===== config.mk =====
export PLATFORM = sky130hd
export DESIGN_NAME = exc_entry_seq
export DESIGN_NICKNAME = d
export VERILOG_FILES = /design/src/rtl/exc_entry_pkg.sv /design/src/rtl/exc_vec_decode.sv /design/src/rtl/exc_status_build.sv /design/src/rtl/exc_seq_ctrl.sv /design/src/rtl/exc_entry_seq.sv
export SDC_FILE = /design/constraint.sdc
export NUM_CORES = 1
export LEC_CHECK = 0
export BUFFER_PORTS_ARGS = -buffer_cell sky130_fd_sc_hd__buf_2
export CAP_MARGIN = 20
export CORE_UTILIZATION = 45
export CTS_CLUSTER_DIAMETER = 80
export DETAILED_ROUTE_END_ITERATION = 16
export PLACE_DENSITY = 0.75
export SLEW_MARGIN = 10
export SYNTH_ARGS = -nofsm -noshare
export SYNTH_HDL_FRONTEND = slang
export SYNTH_SLANG_ARGS = --single-unit
export TNS_END_PERCENT = 1

===== constraint.sdc =====
create_clock -name clk -period 1.6 [get_ports clk]
set_input_delay 0.08 -clock clk [delete_from_list [all_inputs] [get_ports clk]]
set_output_delay 0.08 -clock clk [all_outputs]
set_load 0.005 [all_outputs]

===== src/rtl/exc_entry_pkg.sv =====
package exc_entry_pkg;
  localparam int XLEN     = 32;
  localparam int MODE_W   = 5;
  localparam int CAUSE_W  = 3;
  localparam int IDIS_BIT = 7;

  localparam logic [CAUSE_W-1:0] CAUSE_PCALL = 3'd0;
  localparam logic [CAUSE_W-1:0] CAUSE_ITRAP = 3'd1;
  localparam logic [CAUSE_W-1:0] CAUSE_DTRAP = 3'd2;
  localparam logic [CAUSE_W-1:0] CAUSE_IRQ   = 3'd3;

  localparam logic [MODE_W-1:0] MODE_PRIV = 5'h13;
  localparam logic [MODE_W-1:0] MODE_TRAP = 5'h17;
  localparam logic [MODE_W-1:0] MODE_INTR = 5'h12;

  localparam logic [XLEN-1:0] HIVEC_BASE = 32'hFFFF_0000;

  typedef enum logic [1:0] {
    ST_IDLE   = 2'd0,
    ST_BANK   = 2'd1,
    ST_COMMIT = 2'd2
  } seq_state_t;

  typedef struct packed {
    logic              known;
    logic [MODE_W-1:0] mode;
    logic [XLEN-1:0]   vector;
  } vec_sel_t;
endpackage


===== src/rtl/exc_vec_decode.sv =====
module exc_vec_decode
  import exc_entry_pkg::*;
(
  input  logic [CAUSE_W-1:0] cause,
  input  logic               hi_vec,
  output vec_sel_t           sel
);
  logic [7:0] offset;

  always_comb begin
    sel.known = 1'b1;
    sel.mode  = MODE_PRIV;
    offset    = 8'h00;
    unique case (cause)
      CAUSE_PCALL: begin sel.mode = MODE_PRIV; offset = 8'h08; end
      CAUSE_ITRAP: begin sel.mode = MODE_TRAP; offset = 8'h0C; end
      CAUSE_DTRAP: begin sel.mode = MODE_TRAP; offset = 8'h10; end
      CAUSE_IRQ:   begin sel.mode = MODE_INTR; offset = 8'h18; end
      default:     begin sel.known = 1'b0; end
    endcase
    sel.vector = {{(XLEN-8){1'b0}}, offset};
    if (hi_vec) sel.vector = HIVEC_BASE + sel.vector;
  end
endmodule


===== src/rtl/exc_status_build.sv =====
module exc_status_build
  import exc_entry_pkg::*;
(
  input  logic [XLEN-1:0]   old_status,
  input  logic [MODE_W-1:0] new_mode,
  output logic [XLEN-1:0]   new_status
);
  localparam logic [XLEN-1:0] MODE_MASK = {{(XLEN-MODE_W){1'b0}}, {MODE_W{1'b1}}};

  always_comb begin
    new_status = (old_status & ~MODE_MASK) | {{(XLEN-MODE_W){1'b0}}, new_mode};
    new_status[IDIS_BIT] = 1'b1;
  end
endmodule


===== src/rtl/exc_seq_ctrl.sv =====
module exc_seq_ctrl
  import exc_entry_pkg::*;
(
  input  logic clk,
  input  logic rst_n,
  input  logic accept,
  input  logic known,
  output logic idle,
  output logic bank_phase,
  output logic commit_phase,
  output logic bad_cause
);
  seq_state_t state, state_d;

  always_comb begin
    state_d = state;
    unique case (state)
      ST_IDLE:   if (accept && known) state_d = ST_BANK;
      ST_BANK:   state_d = ST_COMMIT;
      ST_COMMIT: state_d = ST_IDLE;
      default:   state_d = ST_IDLE;
    endcase
  end

  always_ff @(posedge clk or negedge rst_n) begin
    if (!rst_n) begin
      state     <= ST_IDLE;
      bad_cause <= 1'b0;
    end else begin
      state     <= state_d;
      bad_cause <= accept && !known;
    end
  end

  assign idle         = (state == ST_IDLE);
  assign bank_phase   = (state == ST_BANK);
  assign commit_phase = (state == ST_COMMIT);


  commit_follows_bank_chk: assert property (@(posedge clk) disable iff (!rst_n)
    commit_phase |-> $past(bank_phase));

  known_accept_busy_chk: assert property (@(posedge clk) disable iff (!rst_n)
    (accept && known) |=> bank_phase);

  bad_cause_stays_idle_chk: assert property (@(posedge clk) disable iff (!rst_n)
    (accept && !known) |=> idle);
endmodule


===== src/rtl/exc_entry_seq.sv =====
module exc_entry_seq
  import exc_entry_pkg::*;
(
  input  logic               clk,
  input  logic               rst_n,
  input  logic               req_valid,
  output logic               req_ready,
  input  logic [CAUSE_W-1:0] req_cause,
  input  logic [XLEN-1:0]    cur_status,
  input  logic [XLEN-1:0]    cur_pc,
  input  logic               hi_vec,
  output logic               bank_req,
  output logic [MODE_W-1:0]  bank_old_mode,
  output logic [MODE_W-1:0]  bank_new_mode,
  output logic               done,
  output logic               unhandled,
  output logic [XLEN-1:0]    pc_out,
  output logic [XLEN-1:0]    status_out,
  output logic [XLEN-1:0]    saved_status,
  output logic [XLEN-1:0]    link_out
);
  vec_sel_t          dec;
  logic              accept, idle, bank_phase, commit_phase;
  logic [XLEN-1:0]   cap_status, cap_pc, cap_vec, built_status;
  logic [MODE_W-1:0] cap_mode;

  exc_vec_decode u_dec (
    .cause  (req_cause),
    .hi_vec (hi_vec),
    .sel    (dec)
  );

  assign accept = req_valid && idle;

  exc_seq_ctrl u_ctrl (
    .clk          (clk),
    .rst_n        (rst_n),
    .accept       (accept),
    .known        (dec.known),
    .idle         (idle),
    .bank_phase   (bank_phase),
    .commit_phase (commit_phase),
    .bad_cause    (unhandled)
  );

  always_ff @(posedge clk or negedge rst_n) begin
    if (!rst_n) begin
      cap_status <= '0;
      cap_pc     <= '0;
      cap_vec    <= '0;
      cap_mode   <= '0;
    end else if (accept && dec.known) begin
      cap_status <= cur_status;
      cap_pc     <= cur_pc;
      cap_vec    <= dec.vector;
      cap_mode   <= dec.mode;
    end
  end

  exc_status_build u_stat (
    .old_status (cap_status),
    .new_mode   (cap_mode),
    .new_status (built_status)
  );

  always_ff @(posedge clk or negedge rst_n) begin
    if (!rst_n) begin
      pc_out       <= '0;
      status_out   <= '0;
      saved_status <= '0;
      link_out     <= '0;
      done         <= 1'b0;
    end else begin
      done <= commit_phase;
      if (commit_phase) begin
        saved_status <= cap_status;
        status_out   <= built_status;
        link_out     <= cap_pc;
        pc_out       <= cap_vec;
      end
    end
  end

  assign req_ready     = idle;
  assign bank_old_mode = cap_status[MODE_W-1:0];
  assign bank_new_mode = cap_mode;
  assign bank_req      = bank_phase && (bank_old_mode != bank_new_mode);


  done_single_chk: assert property (@(posedge clk) disable iff (!rst_n)
    done |=> !done);

  bank_single_chk: assert property (@(posedge clk) disable iff (!rst_n)
    bank_req |=> !bank_req);

  bank_then_busy_chk: assert property (@(posedge clk) disable iff (!rst_n)
    bank_req |-> !req_ready);

  unhandled_quiet_chk: assert property (@(posedge clk) disable iff (!rst_n)
    unhandled |-> (!bank_req && !done));

  idis_set_chk: assert property (@(posedge clk) disable iff (!rst_n)
    done |-> status_out[IDIS_BIT]);

  results_hold_chk: assert property (@(posedge clk) disable iff (!rst_n)
    !done |-> ($stable(pc_out) && $stable(link_out) && $stable(saved_status)));
endmodule


== After elaboration in Yosys (flattened, before gate mapping) ==
Cells that the tools add are included.
Cells by class
  equality and inequality tests: 7
  order comparisons: 0
  $mul: 0
  reduce and logical (&&, ||, !) cells: 9
  mux-type cells: 6
  $add $sub $neg: 1
  divide/modulo/power cells: 0
  shifts and indexed selects: 0
  bitwise gates (word level): 1
Operator list (count)
  32-bit two-way mux: 1
  32-bit by 5-bit bitwise OR with 32-bit output: 1
  5-bit case mux with 4 select lines: 1
  17-bit by 6-bit adder with 18-bit output, first input constant: 1
  3-bit by 2-bit equality test with 1-bit output, second input constant: 2
  3-bit case mux with 2 select lines: 1
  5-bit inequality test: 1
  1-bit logical AND: 4
  2-bit case mux with 2 select lines: 1
  4-bit OR reduction: 1
  3-bit by 1-bit equality test with 1-bit output, second input constant: 1
  3-bit logical NOT: 1
  2-bit by 1-bit equality test with 1-bit output, second input constant: 1
  2-bit equality test, second input constant: 1
  2-bit logical NOT: 1
  2-bit two-way mux: 1
  2-bit by 1-bit inequality test with 1-bit output, second input constant: 1
  2-bit OR reduction: 1
  1-bit logical NOT: 1
  1-bit two-way mux: 1
Storage, ports and cells
  memory bits (read-only): 0
  logic and storage cells: 35
  bits in latches: 0
  RAM bits: 0
  memories kept: 0
  output and inout port bits: 142
  bits of input ports: 71
  flip-flop bits (word level): 233

== Logic depth before layout (Yosys ltp) ==
  depth in word-level cells: 6
  gate-level depth with buffers: 5
  depth with buffers taken out: 3

== Hierarchy ==
A second synthesis with hierarchy kept.
Unflattened totals
  cell total of the unflattened synthesis: 582
  area, all modules: 9719.3 µm²
Modules (own cells, without submodules)
  exc_entry_seq: cells an instance 498, seq. area each 5755.5 µm², area each 9062.4 µm², times used 1
  exc_vec_decode: cells an instance 42, seq. area each 0.0 µm², area each 289.0 µm², times used 1
  exc_status_build: cells an instance 33, seq. area each 0.0 µm², area each 244.0 µm², times used 1
  exc_seq_ctrl: cells an instance 9, seq. area each 75.1 µm², area each 123.9 µm², times used 1

== Worst setup path before layout ==
No wires, ideal clock.
  path kind: flip-flop to flip-flop
  from: register u_ctrl.state[1]
  to: register cap_pc[15]
  path buffers: 2
  clock period less this slack: 1.535 ns
  stages on the path, launching flop included: 5
  data required time: 1.472 ns
  setup time: 0.128 ns
  path slack: 0.065 ns
  arrival time: 1.408 ns
  cells stage by stage: dfrtp_1 > nor4b_4 > buf_4 > buf_4 > mux2_1
Between the ends
  cells in the longest elaborated chain, start to end: 3
Ends and longest elaborated chain
  from (decl): RTL line exc_seq_ctrl.sv:13  | seq_state_t state, state_d;
  from (signal assigned): RTL line exc_seq_ctrl.sv:30  | state <= state_d;
  2-bit logical NOT: RTL line exc_seq_ctrl.sv:35  | assign idle = (state == ST_IDLE);
  1-bit logical AND: RTL line exc_entry_seq.sv:33  | assign accept = req_valid && idle;
  1-bit logical AND: RTL line exc_entry_seq.sv:52  | end else if (accept && dec.known) begin
  to (signal assigned): RTL line exc_entry_seq.sv:54  | cap_pc <= cur_pc;
  to (decl): RTL line exc_entry_seq.sv:24  | logic [XLEN-1:0] cap_status, cap_pc, cap_vec, built_status;
No other way between the ends.
A chain may end at the register's enable or synchronous reset.

== Final worst setup path ==
  from: register cap_status[4]
  to: output port bank_req
Between the ends
  cells in the longest elaborated chain, start to end: 2
Ends and longest elaborated chain
  from (decl): RTL line exc_entry_seq.sv:24
  from (signal assigned): RTL line exc_entry_seq.sv:53  | cap_status <= cur_status;
  5-bit inequality test: RTL line exc_entry_seq.sv:87  | assign bank_req = bank_phase && (bank_old_mode != bank_new_mode);
  1-bit logical AND: RTL line exc_entry_seq.sv:87
  to (decl): RTL line exc_entry_seq.sv:12  | output logic bank_req,
No other way between the ends.

==> results.md <==
* Status: complete, but fails checks
* Violated checks: negative setup slack
* Root buffer cell: clkbuf_16
* Most frequent cells in the layout: buf_2 (196), dfrtp_1 (145), mux2_2 (118)
* Filler instances at 941
* Die Height at 117 µm
* CTS tree: done
* Min Hold Slack at 0.0493 ns
* Place WS at 0.0695 ns
* Routed len/inst at 15.2 µm
* Setup crit start kind: register
* Vias in the first global route at 3928
* Hold Crit Start: req_cause[2]
* Min Clock Period, post-route at 1.63 ns
* Core Footprint at 12800 µm²
* CP startpoint: cap_status[4]
* Vias per cell at 4.64
* Mean Syn Cell Area at 15.2 µm²
* Max Cap Violations at 0
* Post-synthesis cell area at 5970 µm²
* CP Class: register to primary output
* Total CTS buffers at 17
* Power per Cell Area at 1490 nW/µm²
* Final Max Tran Viols at 0
* Reg-to-reg startpoint: u_ctrl.state[1]
* Post-synth cell types at 22
* Number of synthesized register bits at 147
* Clock slew at reported path FFs at 0.05 ns
* Vias at 3774
* Setup violations, final at 1
* Worst VDD drop at 869 µV
* Clock sinks at 147
* Worst hold path class: input pin to register
* Seq/Total Area, Yosys at 61.6%
* Number of I/O port buffers at 197
* CP Capture Type: primary output
* Layout cells sized above 1 at 57.2%
* Remaining global-route overflow at 0
* Part of the cycle the worst path needs at 102%
* CP Data Arrival Time at 1.55 ns
* Pin count of the biggest net entering global routing at 48
* Clock Path Buffers at 2
* Fmax at 612 MHz
* HPWL Detailed at 7.94 mm
* Clk_lat worst skew at 0.42 ns
* Critical Path Fanout Max at 3
* DRT iter0 DRCs at 101
* Static Leak at 0.00384 µW
* CTS H-tree lvls at 4
* Die area at 13700 µm²
* Post-route setup slack at -0.0340 ns
* Gpl congestion at 0.680
* Final Hold Viols at 0
* Initial Util at 46.8%
* GRT Total Usage at 19.2%
* Cells after Synth at 393
* Drt drc at 0
* Rows at 41
* Global-route wire length before repair at 19.5 mm
* Wirelength, routed at 12.4 mm
* Area delta synth->final at 36.2%
* ANT nets after route at 0
* Io pins at 213
* Drt first pass iters at 4
* Commonest non-fill, non-tap cell in the layout: buf_2
* NumNets Final at 701
* Number of antenna violations at the first check in global routing at 0
* Syn. warnings at 0
* Clock Skews at 0.00631 ns
* RSZ-0062 raised after global routing: true
* Required time of the critical path at 1.52 ns
* Ant. Diodes at 0
* Die W at 117 µm
==> logic make-up (layout without fill, tap and decap cells) <==
group                  Yosys count  after routing  synth area share, %
flip-flops                     147            147                 61.6
multiplexers                   136            136                 25.6
buffers and inverters           85            320                 9.95
AND/OR/NAND/NOR                 13             13                 1.45
AO/OA/AOI/OAI                    8              8                0.859
XOR/XNOR                         3              3                0.440
other                            1             15               0.0628
==> per-layer routing <==
layer | GRT usage, % | share of wire (%) | up-vias
met4 | 7.34 | 1.3 | 0
met5 | 0 | 0 | -
met3 | 7.16 | 6.4 | 16
met1 | 21.6 | 40 | 1877
met2 | 33.3 | 52 | 136
li1 | - | - | 1745
==> critical path, cell delays in order (launching register included) <==
cell and delay, ns:
dfrtp_1 0.37, inv_1 0.06, a21o_1 0.15, o41a_1 0.41, buf_2 0.14
==> power by group <==
group	internal (µW)	switching, µW
clock network	2160	1370
registers	4860	666
logic	1900	1200
total	8920	3230
==> per-stage QoR <==
stage / total power, µW / cell area (µm²) / utilization (%) / setup TNS, ns / std cells
finish: 12200 / 8140 / 63.7 / -0.0340 / 814
global route: 12900 / 8140 / 63.7 / -0.129 / 814
CTS: 12300 / 8140 / 63.7 / -0.0689 / 814
detailed placement: 8530 / 6860 / 53.7 / 0 / 708
global placement: 8380 / 6860 / 53.7 / 0 / 708
floorplan: 7450 / 6020 / - / 0 / 407
==> path summary, 6_finish.rpt <==
kind | end | slack [ns] | depth (start not counted)
max in group asynchronous | saved_status[26] | 0.84 | 3
min in group asynchronous | cap_pc[8] | 0.18 | 2
hold / removal | u_ctrl.state[0] | 0.05 | 3
setup reg to reg | cap_status[17] | 0.07 | 4
hold reg to reg | status_out[7] | 0.48 | 1
setup / recovery | bank_req | -0.03 | 4
==> registers in the layout, summed over array words and instances (netlist names) <==
signal / flops
cap_pc: 32
cap_status: 32
link_out: 32
saved_status: 32
cap_vec: 4
pc_out: 4
status_out: 4
bank_new_mode: 3
u_ctrl.state: 2
done: 1
u_ctrl.bad_cause: 1
==> final cells by class <==
| cell class | count | area, µm² | share of cell area [%] |
|---|---|---|---|
| Tap cell | 172 | 215 | 2.64 |
| Clock buffer | 26 | 509 | 6.26 |
| Timing Repair Buffer | 286 | 1940 | 23.8 |
| Inverter | 3 | 11.3 | 0.138 |
| Clock inverter | 5 | 25.0 | 0.308 |
| Sequential cell | 147 | 3680 | 45.2 |
| Multi-Input combinational cell | 175 | 1760 | 21.6 |
==> Yosys cell counts (all sizes together) <==
cell,count,area (µm²)
nand2,1,3.75
inv,3,11.3
o21ai,2,10.0
a21o,1,7.51
nand3b,1,7.51
nor2,4,15.0
nor4b,1,23.8
a21oi,2,10.0
buf,82,583
o41a,1,11.3
or2,2,12.5
conb,1,3.75
dfrtp,147,3680
nor2b,2,12.5
xnor2,1,8.76
xor2,2,17.5
a31oi,2,12.5
and3,1,6.26
mux2,136,1530
nor3,1,5.00
==> timing repair <==
item                                    CTS  global route
setup buffers                             5             0
hold endpoints to repair                181             0
gates resized for setup                   2             0
hold buffers                             70             0
endpoints found under the setup margin    1             4
pin swaps                                 1             0
Power figures use the tool's default switching activity.
